--- src/rtl/gpioIrqPkg.sv ---
package gpioIrqPkg;

  // Register word indices (bus-visible map)
  localparam logic [3:0] RI_DATA = 4'd0;
  localparam logic [3:0] RI_DIR  = 4'd1;
  localparam logic [3:0] RI_IEN  = 4'd2;
  localparam logic [3:0] RI_TRIG = 4'd3;
  localparam logic [3:0] RI_POL  = 4'd4;
  localparam logic [3:0] RI_ACK  = 4'd5;
  localparam logic [3:0] RI_DEB  = 4'd6;
  localparam logic [3:0] RI_RAW  = 4'd7;
  localparam logic [3:0] RI_MASK = 4'd8;
  localparam logic [3:0] RI_NONE = 4'd15;

  // Strobes from control to datapath
  typedef struct packed {
    logic       wrData;
    logic       wrDir;
    logic       wrIen;
    logic       wrTrig;
    logic       wrPol;
    logic       wrAck;
    logic       wrDeb;
    logic [3:0] rdSel;
  } ctrlStrobe_t;

endpackage

--- src/rtl/gpioIrqCtrl.sv ---
module gpioIrqCtrl
  import gpioIrqPkg::*;
#(
  parameter int ADDR_W = 4
) (
  input  logic              regWe,
  input  logic [ADDR_W-1:0] regAddr,
  output ctrlStrobe_t       strobe
);

  logic       hit;
  logic [3:0] idx;

  // Only the low four index bits select a register; anything above must be zero.
  assign hit = ((regAddr >> 4) == '0) && (regAddr[3:0] <= RI_MASK);
  assign idx = regAddr[3:0];

  always_comb begin
    strobe       = '0;
    strobe.rdSel = hit ? idx : RI_NONE;
    if (regWe && hit) begin
      unique case (idx)
        RI_DATA: strobe.wrData = 1'b1;
        RI_DIR:  strobe.wrDir  = 1'b1;
        RI_IEN:  strobe.wrIen  = 1'b1;
        RI_TRIG: strobe.wrTrig = 1'b1;
        RI_POL:  strobe.wrPol  = 1'b1;
        RI_ACK:  strobe.wrAck  = 1'b1;
        RI_DEB:  strobe.wrDeb  = 1'b1;
        default: ;
      endcase
    end
  end

endmodule

--- src/rtl/gpioDebounce.sv ---
module gpioDebounce #(
  parameter int DEB_SAMPLES = 4
) (
  input  logic clk,
  input  logic rstN,
  input  logic tick,
  input  logic din,
  output logic level
);

  localparam int HW = DEB_SAMPLES - 1;

  logic [HW-1:0] hist;
  logic [HW:0]   window;

  // Window = previous tick samples plus the one taken now.
  assign window = {hist, din};

  always_ff @(posedge clk or negedge rstN) begin
    if (!rstN) begin
      hist  <= '0;
      level <= 1'b0;
    end else if (tick) begin
      hist <= window[HW-1:0];
      if (&window)       level <= 1'b1;
      else if (~|window) level <= 1'b0;
    end
  end

endmodule

--- src/rtl/gpioIrqDatapath.sv ---
module gpioIrqDatapath
  import gpioIrqPkg::*;
#(
  parameter int NUM_PINS    = 8,
  parameter int DATA_W      = 32,
  parameter int PRESCALE    = 4,
  parameter int DEB_SAMPLES = 4,
  parameter int SPLIT_IRQ   = 0,
  parameter int IRQ_W       = 1
) (
  input  logic                clk,
  input  logic                rstN,
  input  ctrlStrobe_t         strobe,
  input  logic [NUM_PINS-1:0] wdata,
  input  logic [NUM_PINS-1:0] pinIn,
  output logic [NUM_PINS-1:0] pinOut,
  output logic [NUM_PINS-1:0] pinOe,
  output logic [IRQ_W-1:0]    irqOut,
  output logic [DATA_W-1:0]   rdata
);

  localparam int PS_W = (PRESCALE > 1) ? $clog2(PRESCALE) : 1;

  logic [NUM_PINS-1:0] dataReg, dirReg, ienReg, trigReg, polReg, debReg;
  logic [NUM_PINS-1:0] syncA, syncB, debLvl, lvl, lvlPrev;
  logic [NUM_PINS-1:0] riseHit, fallHit, edgeHit, ackMask, edgeLat;
  logic [NUM_PINS-1:0] levelHit, rawStat, maskStat;
  logic [PS_W-1:0]     psCnt;
  logic                tick;

  // Configuration registers
  always_ff @(posedge clk or negedge rstN) begin
    if (!rstN) begin
      dataReg <= '0;
      dirReg  <= '0;
      ienReg  <= '0;
      trigReg <= '0;
      polReg  <= '0;
      debReg  <= '0;
    end else begin
      if (strobe.wrData) dataReg <= wdata;
      if (strobe.wrDir)  dirReg  <= wdata;
      if (strobe.wrIen)  ienReg  <= wdata;
      if (strobe.wrTrig) trigReg <= wdata;
      if (strobe.wrPol)  polReg  <= wdata;
      if (strobe.wrDeb)  debReg  <= wdata;
    end
  end

  assign pinOut = dataReg;
  assign pinOe  = dirReg;

  // Two-flop input synchronizer
  always_ff @(posedge clk or negedge rstN) begin
    if (!rstN) begin
      syncA <= '0;
      syncB <= '0;
    end else begin
      syncA <= pinIn;
      syncB <= syncA;
    end
  end

  // Prescaler producing the debounce sample tick
  generate
    if (PRESCALE > 1) begin : gPs
      always_ff @(posedge clk or negedge rstN) begin
        if (!rstN)                          psCnt <= '0;
        else if (psCnt == PS_W'(PRESCALE - 1)) psCnt <= '0;
        else                                psCnt <= psCnt + 1'b1;
      end
      assign tick = (psCnt == PS_W'(PRESCALE - 1));
    end else begin : gNoPs
      assign psCnt = '0;
      assign tick  = 1'b1;
    end
  endgenerate

  // Per-pin debounce filters
  generate
    for (genvar g = 0; g < NUM_PINS; g++) begin : gDeb
      gpioDebounce #(.DEB_SAMPLES(DEB_SAMPLES)) uDeb (
        .clk  (clk),
        .rstN (rstN),
        .tick (tick),
        .din  (syncB[g]),
        .level(debLvl[g])
      );
    end
  endgenerate

  assign lvl = (debReg & debLvl) | (~debReg & syncB);

  always_ff @(posedge clk or negedge rstN) begin
    if (!rstN) lvlPrev <= '0;
    else       lvlPrev <= lvl;
  end

  // Edge detection and latching
  assign riseHit = lvl & ~lvlPrev;
  assign fallHit = ~lvl & lvlPrev;
  assign edgeHit = trigReg & ((polReg & riseHit) | (~polReg & fallHit));
  assign ackMask = strobe.wrAck ? wdata : '0;

  always_ff @(posedge clk or negedge rstN) begin
    if (!rstN) edgeLat <= '0;
    else       edgeLat <= (edgeLat & ~ackMask) | edgeHit;
  end

  // Status
  assign levelHit = (polReg & lvl) | (~polReg & ~lvl);
  assign rawStat  = (trigReg & edgeLat) | (~trigReg & levelHit);
  assign maskStat = rawStat & ienReg;

  generate
    if (SPLIT_IRQ != 0) begin : gSplit
      assign irqOut = maskStat;
    end else begin : gComb
      assign irqOut = |maskStat;
    end
  endgenerate

  // Read mux
  always_comb begin
    rdata = '0;
    case (strobe.rdSel)
      RI_DATA: rdata[NUM_PINS-1:0] = syncB;
      RI_DIR:  rdata[NUM_PINS-1:0] = dirReg;
      RI_IEN:  rdata[NUM_PINS-1:0] = ienReg;
      RI_TRIG: rdata[NUM_PINS-1:0] = trigReg;
      RI_POL:  rdata[NUM_PINS-1:0] = polReg;
      RI_DEB:  rdata[NUM_PINS-1:0] = debReg;
      RI_RAW:  rdata[NUM_PINS-1:0] = rawStat;
      RI_MASK: rdata[NUM_PINS-1:0] = maskStat;
      default: rdata = '0;
    endcase
  end

endmodule

--- src/rtl/gpioIrqPort.sv ---
module gpioIrqPort
  import gpioIrqPkg::*;
#(
  parameter int NUM_PINS    = 8,
  parameter int ADDR_W      = 4,
  parameter int DATA_W      = 32,
  parameter int PRESCALE    = 4,
  parameter int DEB_SAMPLES = 4,
  parameter int SPLIT_IRQ   = 0
) (
  input  logic                                      clk,
  input  logic                                      rstN,
  input  logic                                      regWe,
  input  logic [ADDR_W-1:0]                         regAddr,
  input  logic [DATA_W-1:0]                         regWdata,
  output logic [DATA_W-1:0]                         regRdata,
  input  logic [NUM_PINS-1:0]                       pinIn,
  output logic [NUM_PINS-1:0]                       pinOut,
  output logic [NUM_PINS-1:0]                       pinOe,
  output logic [((SPLIT_IRQ != 0) ? NUM_PINS : 1)-1:0] irqOut
);

  localparam int IRQ_W = (SPLIT_IRQ != 0) ? NUM_PINS : 1;

  ctrlStrobe_t strobe;

  gpioIrqCtrl #(.ADDR_W(ADDR_W)) uCtrl (
    .regWe  (regWe),
    .regAddr(regAddr),
    .strobe (strobe)
  );

  gpioIrqDatapath #(
    .NUM_PINS   (NUM_PINS),
    .DATA_W     (DATA_W),
    .PRESCALE   (PRESCALE),
    .DEB_SAMPLES(DEB_SAMPLES),
    .SPLIT_IRQ  (SPLIT_IRQ),
    .IRQ_W      (IRQ_W)
  ) uDp (
    .clk   (clk),
    .rstN  (rstN),
    .strobe(strobe),
    .wdata (regWdata[NUM_PINS-1:0]),
    .pinIn (pinIn),
    .pinOut(pinOut),
    .pinOe (pinOe),
    .irqOut(irqOut),
    .rdata (regRdata)
  );

endmodule

--- config.mk ---
export PLATFORM = sky130hd
export DESIGN_NAME = gpioIrqPort
export DESIGN_NICKNAME = d
export VERILOG_FILES = /design/src/rtl/gpioIrqPkg.sv /design/src/rtl/gpioIrqCtrl.sv /design/src/rtl/gpioDebounce.sv /design/src/rtl/gpioIrqDatapath.sv /design/src/rtl/gpioIrqPort.sv
export SDC_FILE = /design/constraint.sdc
export NUM_CORES = 1
export LEC_CHECK = 0
export BUFFER_PORTS_ARGS = -buffer_cell sky130_fd_sc_hd__buf_2
export CAP_MARGIN = 40
export CORE_UTILIZATION = 50
export DETAILED_ROUTE_END_ITERATION = 10
export HOLD_SLACK_MARGIN = 0.1
export MAX_ROUTING_LAYER = met4
export PLACE_DENSITY = 0.73
export SLEW_MARGIN = 20
export SYNTH_ARGS = -nofsm -noshare
export SYNTH_HDL_FRONTEND = slang
export SYNTH_SLANG_ARGS = --single-unit
--- constraint.sdc ---
create_clock -name clk -period 2.6 [get_ports clk]
set_input_delay 0 -clock clk [delete_from_list [all_inputs] [get_ports clk]]
set_output_delay 0 -clock clk [all_outputs]
set_load 0.05 [all_outputs]
==> impl_metrics.csv, run 1 <==
group,metric,value,unit
yosys,synth.distinct_cells,41,
cells_and_area,regArea,2850,um^2
yosys,netlist_instances,432,
critical_path,crit_type,"reg2out",
timing,worst_pin_slew,822,ps
placement,port_buffers,47,
critical_path,cp.arrival,2310,ps
die,initial_core_util,0.514,
die,die-area,11000,um^2
yosys,synth-seq-area-share,0.537,
clock_tree,htreeDepth,4,
die,io_pins,96,
clock_tree,root_buffer,"clkbuf_8",
global_route,grt_pass1_vias,3731,
detailed_routing,drt_first_iter_violations,193,
critical_path,worstRegToRegCells,5,
detailed_routing,post_drt_wl_per_cell,17.0,um
timing,setup_violations,0,
timing,slew_violations,0,
clock_tree,cts_tree,"yes",
yosys,syn_area_per_cell,12.3,um^2
detailed_routing,drc,0,
detailed_routing,postRouteAntennaNets,0,
run_status,status,"finished, final reports clean",
clock_tree,insertion_delay,520,ps
timing,min_period_over_period,0.888,
critical_path,required,2600,ps
yosys,synth.top_cell.area_share,0.537,
critical_path,crit_path_max_fanout,4,
yosys,synth_edf_count,0,
cells_and_area,antennaDiodeCount,0,
critical_path,cp-end-kind,"output port",
timing,tns,0,ps
pwr,fin_total_pwr,0.00611,W
global_route,grt_use_total,0.235,
flow_run,maxCapViolations,0,
critical_path,regToRegSetupSlack,830,ps
yosys,yosys_warnings,0,
cells_and_area,areaGrowthSynthToFinish,23.3,%
timing,fin_crit,2310,ps
yosys,yosysMostFrequentCell,"dfrtp_1",
yosys,synth-seq-cells,114,
detailed_routing,wirelength,11300,um
cells_and_area,fin_nets,563,
timing,finalHoldViolCount,0,
clock_tree,clock-sinks,114,
clock_tree,cts_buffers,17,
detailed_routing,vias,3669,
yosys,synthTopCellsByArea,"dfrtp_1, mux2_2, buf_4",
yosys,synth-main-ff-cell,"dfrtp_1",
worst_hold_path,hp-class,"in2reg",
cells_and_area,fillers,783,
pwr,power_density,932,nW/um^2
global_route,grt_overflow_total,0,
die,rows,37,
worst_hold_path,holdPathStages,2,
cells_and_area,multi_input_area,2240,um^2
global_route,grt_pass1_wl,19000,um
yosys,async_flop_share,1.00,
timing,fin_worst_skew,5.02,ps
clock_tree,clock_path_buffers,2,
timing,rsz0062_at_grt,"false",
detailed_routing,dr.pass1.iters,4,
critical_path,critPathLaunchType,"flip-flop",
timing,relSlewSlack,0.450,
yosys,synth_area,5310,um^2
placement,post-dp-hpwl,7180,um
yosys,synth_commonest_cells,"dfrtp_1, mux2_2, o21ai_0, buf_4, nand2_1",
die,die-height,105,um
detailed_routing,detail_route.vias_per_cell,5.53,
yosys,synth_top_area_cell,"dfrtp_1",
global_route,grt_max_degree,42,
clock_tree,cts_setup_buffers,0,
cells_and_area,finalNonFillerCells,664,
clock_tree,clk_pin_slew,50,ps
cells_and_area,drive_gt1_frac,0.347,
timing,holdWs,123,ps
placement,placedCellCount,605,
placement,place_congestion,0.801,
pwr,leakage,2.94,nW
timing,fmax,0.433,GHz
pwr,vdd_drop_max,0.486,mV
die,fp.dieW,105,um
global_route,antenna_found_initial,0,
die,core,10300,um^2
cell usage in the layout (no fill, tap or decap), types with 11 or more instances in the layout:
cell / count
o21ai_0: 27
buf_2: 46
mux2_2: 78
conb_1: 24
dlygate4sd3_1: 26
mux2i_1: 11
dfrtp_1: 114
a21oi_1: 24
a22oi_1: 16
clkbuf_16: 16
inv_1: 11
nand2_1: 25
nor2_1: 18
logic make-up (layout without fill, tap and decap cells):
kind of cell / Yosys count / in the layout / synth area share
adders and majority gates: 1 / 1 / 0.00236
buffers and inverters: 51 / 124 / 0.0577
xor gates and xnor gates: 8 / 8 / 0.0132
and+or+nand+nor: 76 / 76 / 0.0902
DFF: 114 / 114 / 0.537
AOI/OAI and AO/OA: 90 / 90 / 0.107
other: 1 / 24 / 0.000706
muxes: 91 / 91 / 0.192
registers in the layout, summed over array words and instances, names as in the netlist:
name	cells
uDp.gDeb.uDeb.hist	24
uDp.debReg	8
uDp.edgeLat	8
uDp.gDeb.uDeb.level	8
uDp.ienReg	8
uDp.lvlPrev	8
uDp.pinOe	8
uDp.pinOut	8
uDp.polReg	8
uDp.syncA	8
uDp.syncB	8
uDp.trigReg	8
uDp.psCnt	2
final timing paths:
kind,to,from
hold reg to reg,uDp.syncB[0],uDp.syncA[0]
setup reg to reg,uDp.gDeb[2].uDeb.level,uDp.psCnt[0]
min in group asynchronous,uDp.gDeb[4].uDeb.hist[2],rstN
hold / removal,uDp.syncA[4],pinIn[4]
max in group asynchronous,uDp.syncA[5],rstN
setup / recovery,irqOut,uDp.debReg[0]
where the power goes:
group | switching, W | internal (W) | total (W) | leakage, nW
clock network | 0.000769 | 0.00182 | 0.00259 | 0.325
logic | 0.000729 | 0.000470 | 0.00120 | 1.24
registers | 0.000256 | 0.00206 | 0.00232 | 1.37
routing by layer:
layer  part of all wire  track usage  vias to the layer above
met5                  0            -                        -
met4              0.022       0.0976                        0
met3              0.056       0.0667                       26
met2               0.48        0.366                      124
met1               0.44        0.289                     1839
li1                   -            -                     1680
stage by stage:
step           setup WS (ps)  utilization  cell area (um^2)
6_report                 291        0.635              6550
4_1_cts                  271        0.635              6550
3_5_place_dp             804        0.543              5610
2_1_floorplan            565            -              5400
3_3_place_gp             812        0.543              5610
5_1_grt                  158        0.635              6550
timing repair:
action | CTS | global route
gates resized for setup | 0 | 0
endpoints found under the hold margin | 178 | 0
hold buffers | 27 | 0
critical path: stages, from the launching register on:
cell,delay [ps]
dfrtp_1,380
mux2i_1,400
xor2_1,220
o211ai_1,120
and4_1,240
o2111ai_1,130
buf_2,310
final cells by class:
cell class,count,share of cell area
Inverter,11,0.00630
Tap cell,136,0.0260
Multi-Input combinational cell,290,0.342
Clock inverter,10,0.0309
Timing Repair Buffer,81,0.0890
Sequential cell,114,0.435
Clock buffer,22,0.0707
Note: power is estimated with default switching activity, not from simulation.
==> run 2, diff against run 1 <==
==> constraint.sdc (replaced) <==
create_clock -name clk -period 2.5 [get_ports clk]
set_input_delay 0 -clock clk [delete_from_list [all_inputs] [get_ports clk]]
set_output_delay 0 -clock clk [all_outputs]
set_load 0.05 [all_outputs]
==> run 2 against run 1 <==
Effect of this change:
- setup slack lost 92 ps
- sequential share of layout area grew 0.88 points
- register-to-register slack got worse by 40 ps
- highest routed layer unchanged
- critical endpoint unchanged
- largest power group is now registers
==> impl_metrics.csv, run 2 (synthesis results as in run 1) <==
group,metric,value,unit
run_status,status,"finished, final reports clean",
die,fp.dieW,105,um
global_route,antenna_found_initial,0,
placement,port_buffers,47,
timing,rsz0062_at_grt,"false",
worst_hold_path,holdPathStages,2,
pwr,vdd_drop_max,0.404,mV
worst_hold_path,hp-class,"in2reg",
critical_path,path_delay_family,"flip-flops",
timing,worst_pin_slew,834,ps
clock_tree,cts_setup_buffers,0,
timing,finalHoldViolCount,0,
critical_path,cp_cell_sequence,"mux2i_1 -> xor2_1 -> o211ai_1 -> and4_1 -> o2111ai_1 -> buf_2",
timing,relSlewSlack,0.442,
timing,fin_worst_skew,6.73,ps
critical_path,reg2reg_from,"uDp.psCnt[0]",
critical_path,worst_path_largest_cell_delay,400,ps
cells_and_area,areaGrowthSynthToFinish,20.9,%
cells_and_area,fillers,801,
detailed_routing,vias,3658,
cells_and_area,largest_reg_flops,24,
global_route,grt_use_total,0.229,
clock_tree,clock_path_buffers,2,
timing,slew_violations,0,
critical_path,crit_type,"reg2out",
worst_hold_path,hold_end,"uDp.syncA[1]",
die,die-height,105,um
cells_and_area,fin_nets,561,
timing,setup_violations,0,
global_route,grt_pass1_wl,18400,um
clock_tree,clk_pin_slew,60,ps
cells_and_area,layout_common_cells,"dfrtp_1, mux2_2, buf_2, o21ai_0",
critical_path,cp-end-kind,"output port",
detailed_routing,drc,0,
die,initial_core_util,0.514,
worst_hold_path,min-delay-start,"pinIn[1]",
critical_path,crit_path_max_fanout,4,
clock_tree,cts_tree,"yes",
detailed_routing,detail_route.vias_per_cell,5.54,
critical_path,cp.arrival,2300,ps
timing,min_period_over_period,0.920,
cells_and_area,antennaDiodeCount,0,
clock_tree,root_buffer,"clkbuf_8",
critical_path,timing.rr.end,"uDp.gDeb[5].uDeb.level",
critical_path,required,2500,ps
critical_path,regToRegSetupSlack,790,ps
detailed_routing,wirelength,11200,um
critical_path,crit_slowest_cell,"dfrtp_1",
flow_run,maxCapViolations,0,
clock_tree,cts_buffers,17,
global_route,grt_max_degree,51,
timing,tns,0,ps
placement,post-dp-hpwl,7040,um
critical_path,critPathBufInv,1,
pwr,power_density,931,nW/um^2
timing,fmax,0.435,GHz
die,rows,37,
cells_and_area,regMostFlops,"uDp.gDeb.uDeb.hist",
critical_path,critPathLaunchType,"flip-flop",
die,die-area,11000,um^2
global_route,grt_overflow_total,0,
critical_path,worstRegToRegCells,5,
die,io_pins,96,
cells_and_area,drive_gt1_frac,0.338,
detailed_routing,postRouteAntennaNets,0,
clock_tree,clock-sinks,114,
cells_and_area,final_core_util,0.622,
detailed_routing,dr.pass1.iters,5,
placement,place_congestion,0.815,
cells_and_area,final_common_cell,"dfrtp_1",
die,core,10300,um^2
pwr,leakage,2.88,nW
global_route,grt_pass1_vias,3590,
clock_tree,htreeDepth,4,
detailed_routing,drt_first_iter_violations,250,
clock_tree,insertion_delay,520,ps
timing,fin_crit,2300,ps
detailed_routing,post_drt_wl_per_cell,16.9,um
==> run 2: cell type report <==
type,instances,area [um^2],area share
clock buffer,24,460,0.0717
clock inverter,6,105,0.0164
inverter,11,41.3,0.00643
multi-input combinational,290,2240,0.349
sequential,114,2850,0.444
tap,136,170,0.0265
timing repair buffer,79,553,0.0861
==> run 2: stage by stage <==
step           total power, W  worst slack (ps)  hold WS [ps]  cells  area (um^2)
2_1_floorplan         0.00334               465          -296    455         5400
3_3_place_gp          0.00358               714          98.4    605         5610
3_5_place_dp          0.00362               679           107    605         5610
4_1_cts               0.00602               178           105    660         6420
5_1_grt               0.00624              64.4           105    660         6420
6_report              0.00598               199           125    660         6420
==> run 2: where the power goes <==
part | switching, W | total (W) | internal [W] | leakage, nW
clock | 0.000781 | 0.00233 | 0.00155 | 0.279
combinational | 0.000756 | 0.00124 | 0.000482 | 1.23
sequential | 0.000258 | 0.00240 | 0.00215 | 1.37
==> run 2: repair_timing <==
item	4_1_cts	5_1_grt
hold endpoints to repair	118	0
gates resized for setup	0	0
hold buffers	25	0
==> run 2: per-layer routing <==
layer / global-route usage / vias to the layer above / wire, um
met4: 0.0926 / 0 / 250
met1: 0.281 / 1810 / 4760
met3: 0.0830 / 23 / 864
li1: - / 1676 / -
met5: - / - / 0
met2: 0.344 / 149 / 5280
==> run 2: worst max path at each step <==
| stage | start | to | depth (start not counted) |
|---|---|---|---|
| 2_1_floorplan | uDp.debReg[0] | regRdata[0] | 4 |
| 3_3_place_gp | regAddr[1] | regRdata[7] | 8 |
| 3_5_place_dp | regAddr[1] | regRdata[7] | 8 |
| 4_1_cts | uDp.debReg[1] | irqOut | 6 |
| 5_1_grt | uDp.debReg[1] | irqOut | 6 |
| 6_report | uDp.debReg[1] | irqOut | 6 |
==> run 3, diff against run 2 <==
--- a/config.mk
+++ b/config.mk
@@ -7,11 +7,10 @@
 export LEC_CHECK = 0
 export BUFFER_PORTS_ARGS = -buffer_cell sky130_fd_sc_hd__buf_2
 export CAP_MARGIN = 40
-export CORE_UTILIZATION = 50
+export CORE_UTILIZATION = 45
 export DETAILED_ROUTE_END_ITERATION = 10
 export HOLD_SLACK_MARGIN = 0.1
-export MAX_ROUTING_LAYER = met4
-export PLACE_DENSITY = 0.73
+export PLACE_DENSITY = 0.67
 export SLEW_MARGIN = 20
 export SYNTH_ARGS = -nofsm -noshare
 export SYNTH_HDL_FRONTEND = slang
==> run 3 against run 2 <==
Effect of this change:
- sequential share of layout area up 0.28 points
- sequential power about the same
- combinational power about the same
- total power up 1.1%
- first-iteration DRC count down 24%
- core utilization down 6.6 points
- non-clock buffer count down 8
- sequential cell count unchanged
- routed wire length up 1.9%
- worst hold slack better by 7.9 ps
- clock-buffer cell count down 2
- highest routed layer unchanged
==> impl_metrics.csv, run 3 (synthesis results as in run 1) <==
group,metric,value,unit
detailed_routing,wirelength,11400,um
die,die-area,12200,um^2
pwr,fin_total_pwr,0.00604,W
global_route,grt_max_degree,57,
timing,slew_violations,0,
clock_tree,cts_hold_buf,17,
worst_hold_path,holdPathStages,3,
cells_and_area,areaGrowthSynthToFinish,20.1,%
placement,placed_area,5610,um^2
timing,fin_crit,2180,ps
die,rows,39,
detailed_routing,postRouteAntennaNets,0,
critical_path,crit_path_max_fanout,4,
timing,fin_worst_skew,6.44,ps
cells_and_area,fillers,950,
pwr,leakage,2.85,nW
cells_and_area,regArea,2850,um^2
timing,min_period_over_period,0.871,
die,core,11500,um^2
worst_hold_path,min-delay-start,"regWe",
timing,fmax,0.459,GHz
timing,relSlewSlack,0.448,
clock_tree,cts_buffers,17,
detailed_routing,drt_first_iter_violations,190,
clock_tree,clock_path_buffers,2,
critical_path,required,2500,ps
critical_path,cp-end-kind,"output port",
flow_run,maxCapViolations,0,
detailed_routing,dr.pass1.iters,5,
pwr,vdd_drop_max,0.820,mV
worst_hold_path,hold_end,"uDp.pinOut[5]",
placement,post-dp-hpwl,7530,um
clock_tree,cts_tree,"yes",
clock_tree,root_buffer,"clkbuf_16",
global_route,grt_overflow_total,0,
cells_and_area,layout_common_cells,"dfrtp_1, mux2_2, buf_2, o21ai_0, nand2_1",
global_route,antenna_found_initial,0,
critical_path,critPathLaunchType,"flip-flop",
cells_and_area,multi_input_area,2240,um^2
detailed_routing,drc,0,
clock_tree,cts_setup_buffers,0,
pwr,power_density,947,nW/um^2
die,die-height,111,um
cells_and_area,drive_gt1_frac,0.349,
worst_hold_path,hp-class,"in2reg",
die,initial_core_util,0.463,
critical_path,worstRegToRegCells,5,
critical_path,cp.arrival,2180,ps
detailed_routing,post_drt_wl_per_cell,17.2,um
cells_and_area,largest_reg_flops,24,
critical_path,reg2reg_from,"uDp.psCnt[0]",
run_status,status,"finished, final reports clean",
global_route,grt_use_total,0.198,
cells_and_area,antennaDiodeCount,0,
timing,rsz0062_at_grt,"false",
die,fp.dieW,111,um
cells_and_area,fin_nets,553,
cells_and_area,final_common_cell,"dfrtp_1",
timing,setup_violations,0,
clock_tree,cts_resized,0,
timing,worst_pin_slew,824,ps
clock_tree,insertion_delay,410,ps
die,io_pins,96,
cells_and_area,regMostFlops,"uDp.gDeb.uDeb.hist",
clock_tree,htreeDepth,4,
timing,tns,0,ps
placement,port_buffers,47,
cells_and_area,design_area,6380,um^2
clock_tree,clk_pin_slew,50,ps
critical_path,timing.rr.end,"uDp.gDeb[3].uDeb.level",
critical_path,crit_type,"reg2out",
clock_tree,clock-sinks,114,
global_route,grt_pass1_vias,3614,
detailed_routing,detail_route.vias_per_cell,5.43,
detailed_routing,vias,3590,
placement,place_congestion,0.845,
global_route,grt_pass1_wl,18500,um
critical_path,regToRegSetupSlack,630,ps
timing,finalHoldViolCount,0,
==> run 3: worst max-delay path by stage <==
stage                       start                     end  slack [ps]  cells after the start
finish              uDp.debReg[0]                  irqOut         320                      6
global route         uDp.syncB[7]                  irqOut         230                      6
CTS                 uDp.debReg[0]                  irqOut         310                      6
detailed placement   uDp.psCnt[0]  uDp.gDeb[3].uDeb.level         630                      5
global placement     uDp.psCnt[0]  uDp.gDeb[0].uDeb.level         760                      5
floorplan           uDp.debReg[0]             regRdata[0]         470                      4
==> run 3: cell type report <==
class	count	area share
inverters	11	0.00647
clock buffers	22	0.0727
clock inverters	10	0.0208
flip-flops and latches	114	0.447
repair buffers	71	0.0741
well taps	143	0.0280
multi-input cells	290	0.351
==> run 3: per-layer routing <==
metal  vias up  GRT usage  share of wire
met3        14     0.0456          0.048
met1      1814      0.252           0.43
li1       1666          -              -
met4         0     0.0747          0.015
met5         -          0              0
met2        96      0.330           0.51
==> run 3: worst max-delay path, stage by stage (launching register included) <==
cell,delay (ps)
dfrtp_1,400
mux2i_1,400
xor2_1,220
o211ai_1,120
and4_1,220
o2111ai_1,110
buf_2,300
==> run 3: per-stage QoR <==
stage,setup WS [ps],utilization,cells,hold WS (ps)
3_5_place_dp,631,0.490,612,109
4_1_cts,307,0.556,661,121
2_1_floorplan,465,-,455,-296
3_3_place_gp,760,0.490,612,108
6_report,323,0.556,661,133
5_1_grt,229,0.556,661,147
==> run 3: report_power, final <==
group / switching, W / internal (W) / total (W) / leakage (nW)
clock: 0.000805 / 0.00161 / 0.00241 / 0.286
combinational: 0.000753 / 0.000474 / 0.00123 / 1.20
sequential: 0.000256 / 0.00215 / 0.00240 / 1.37
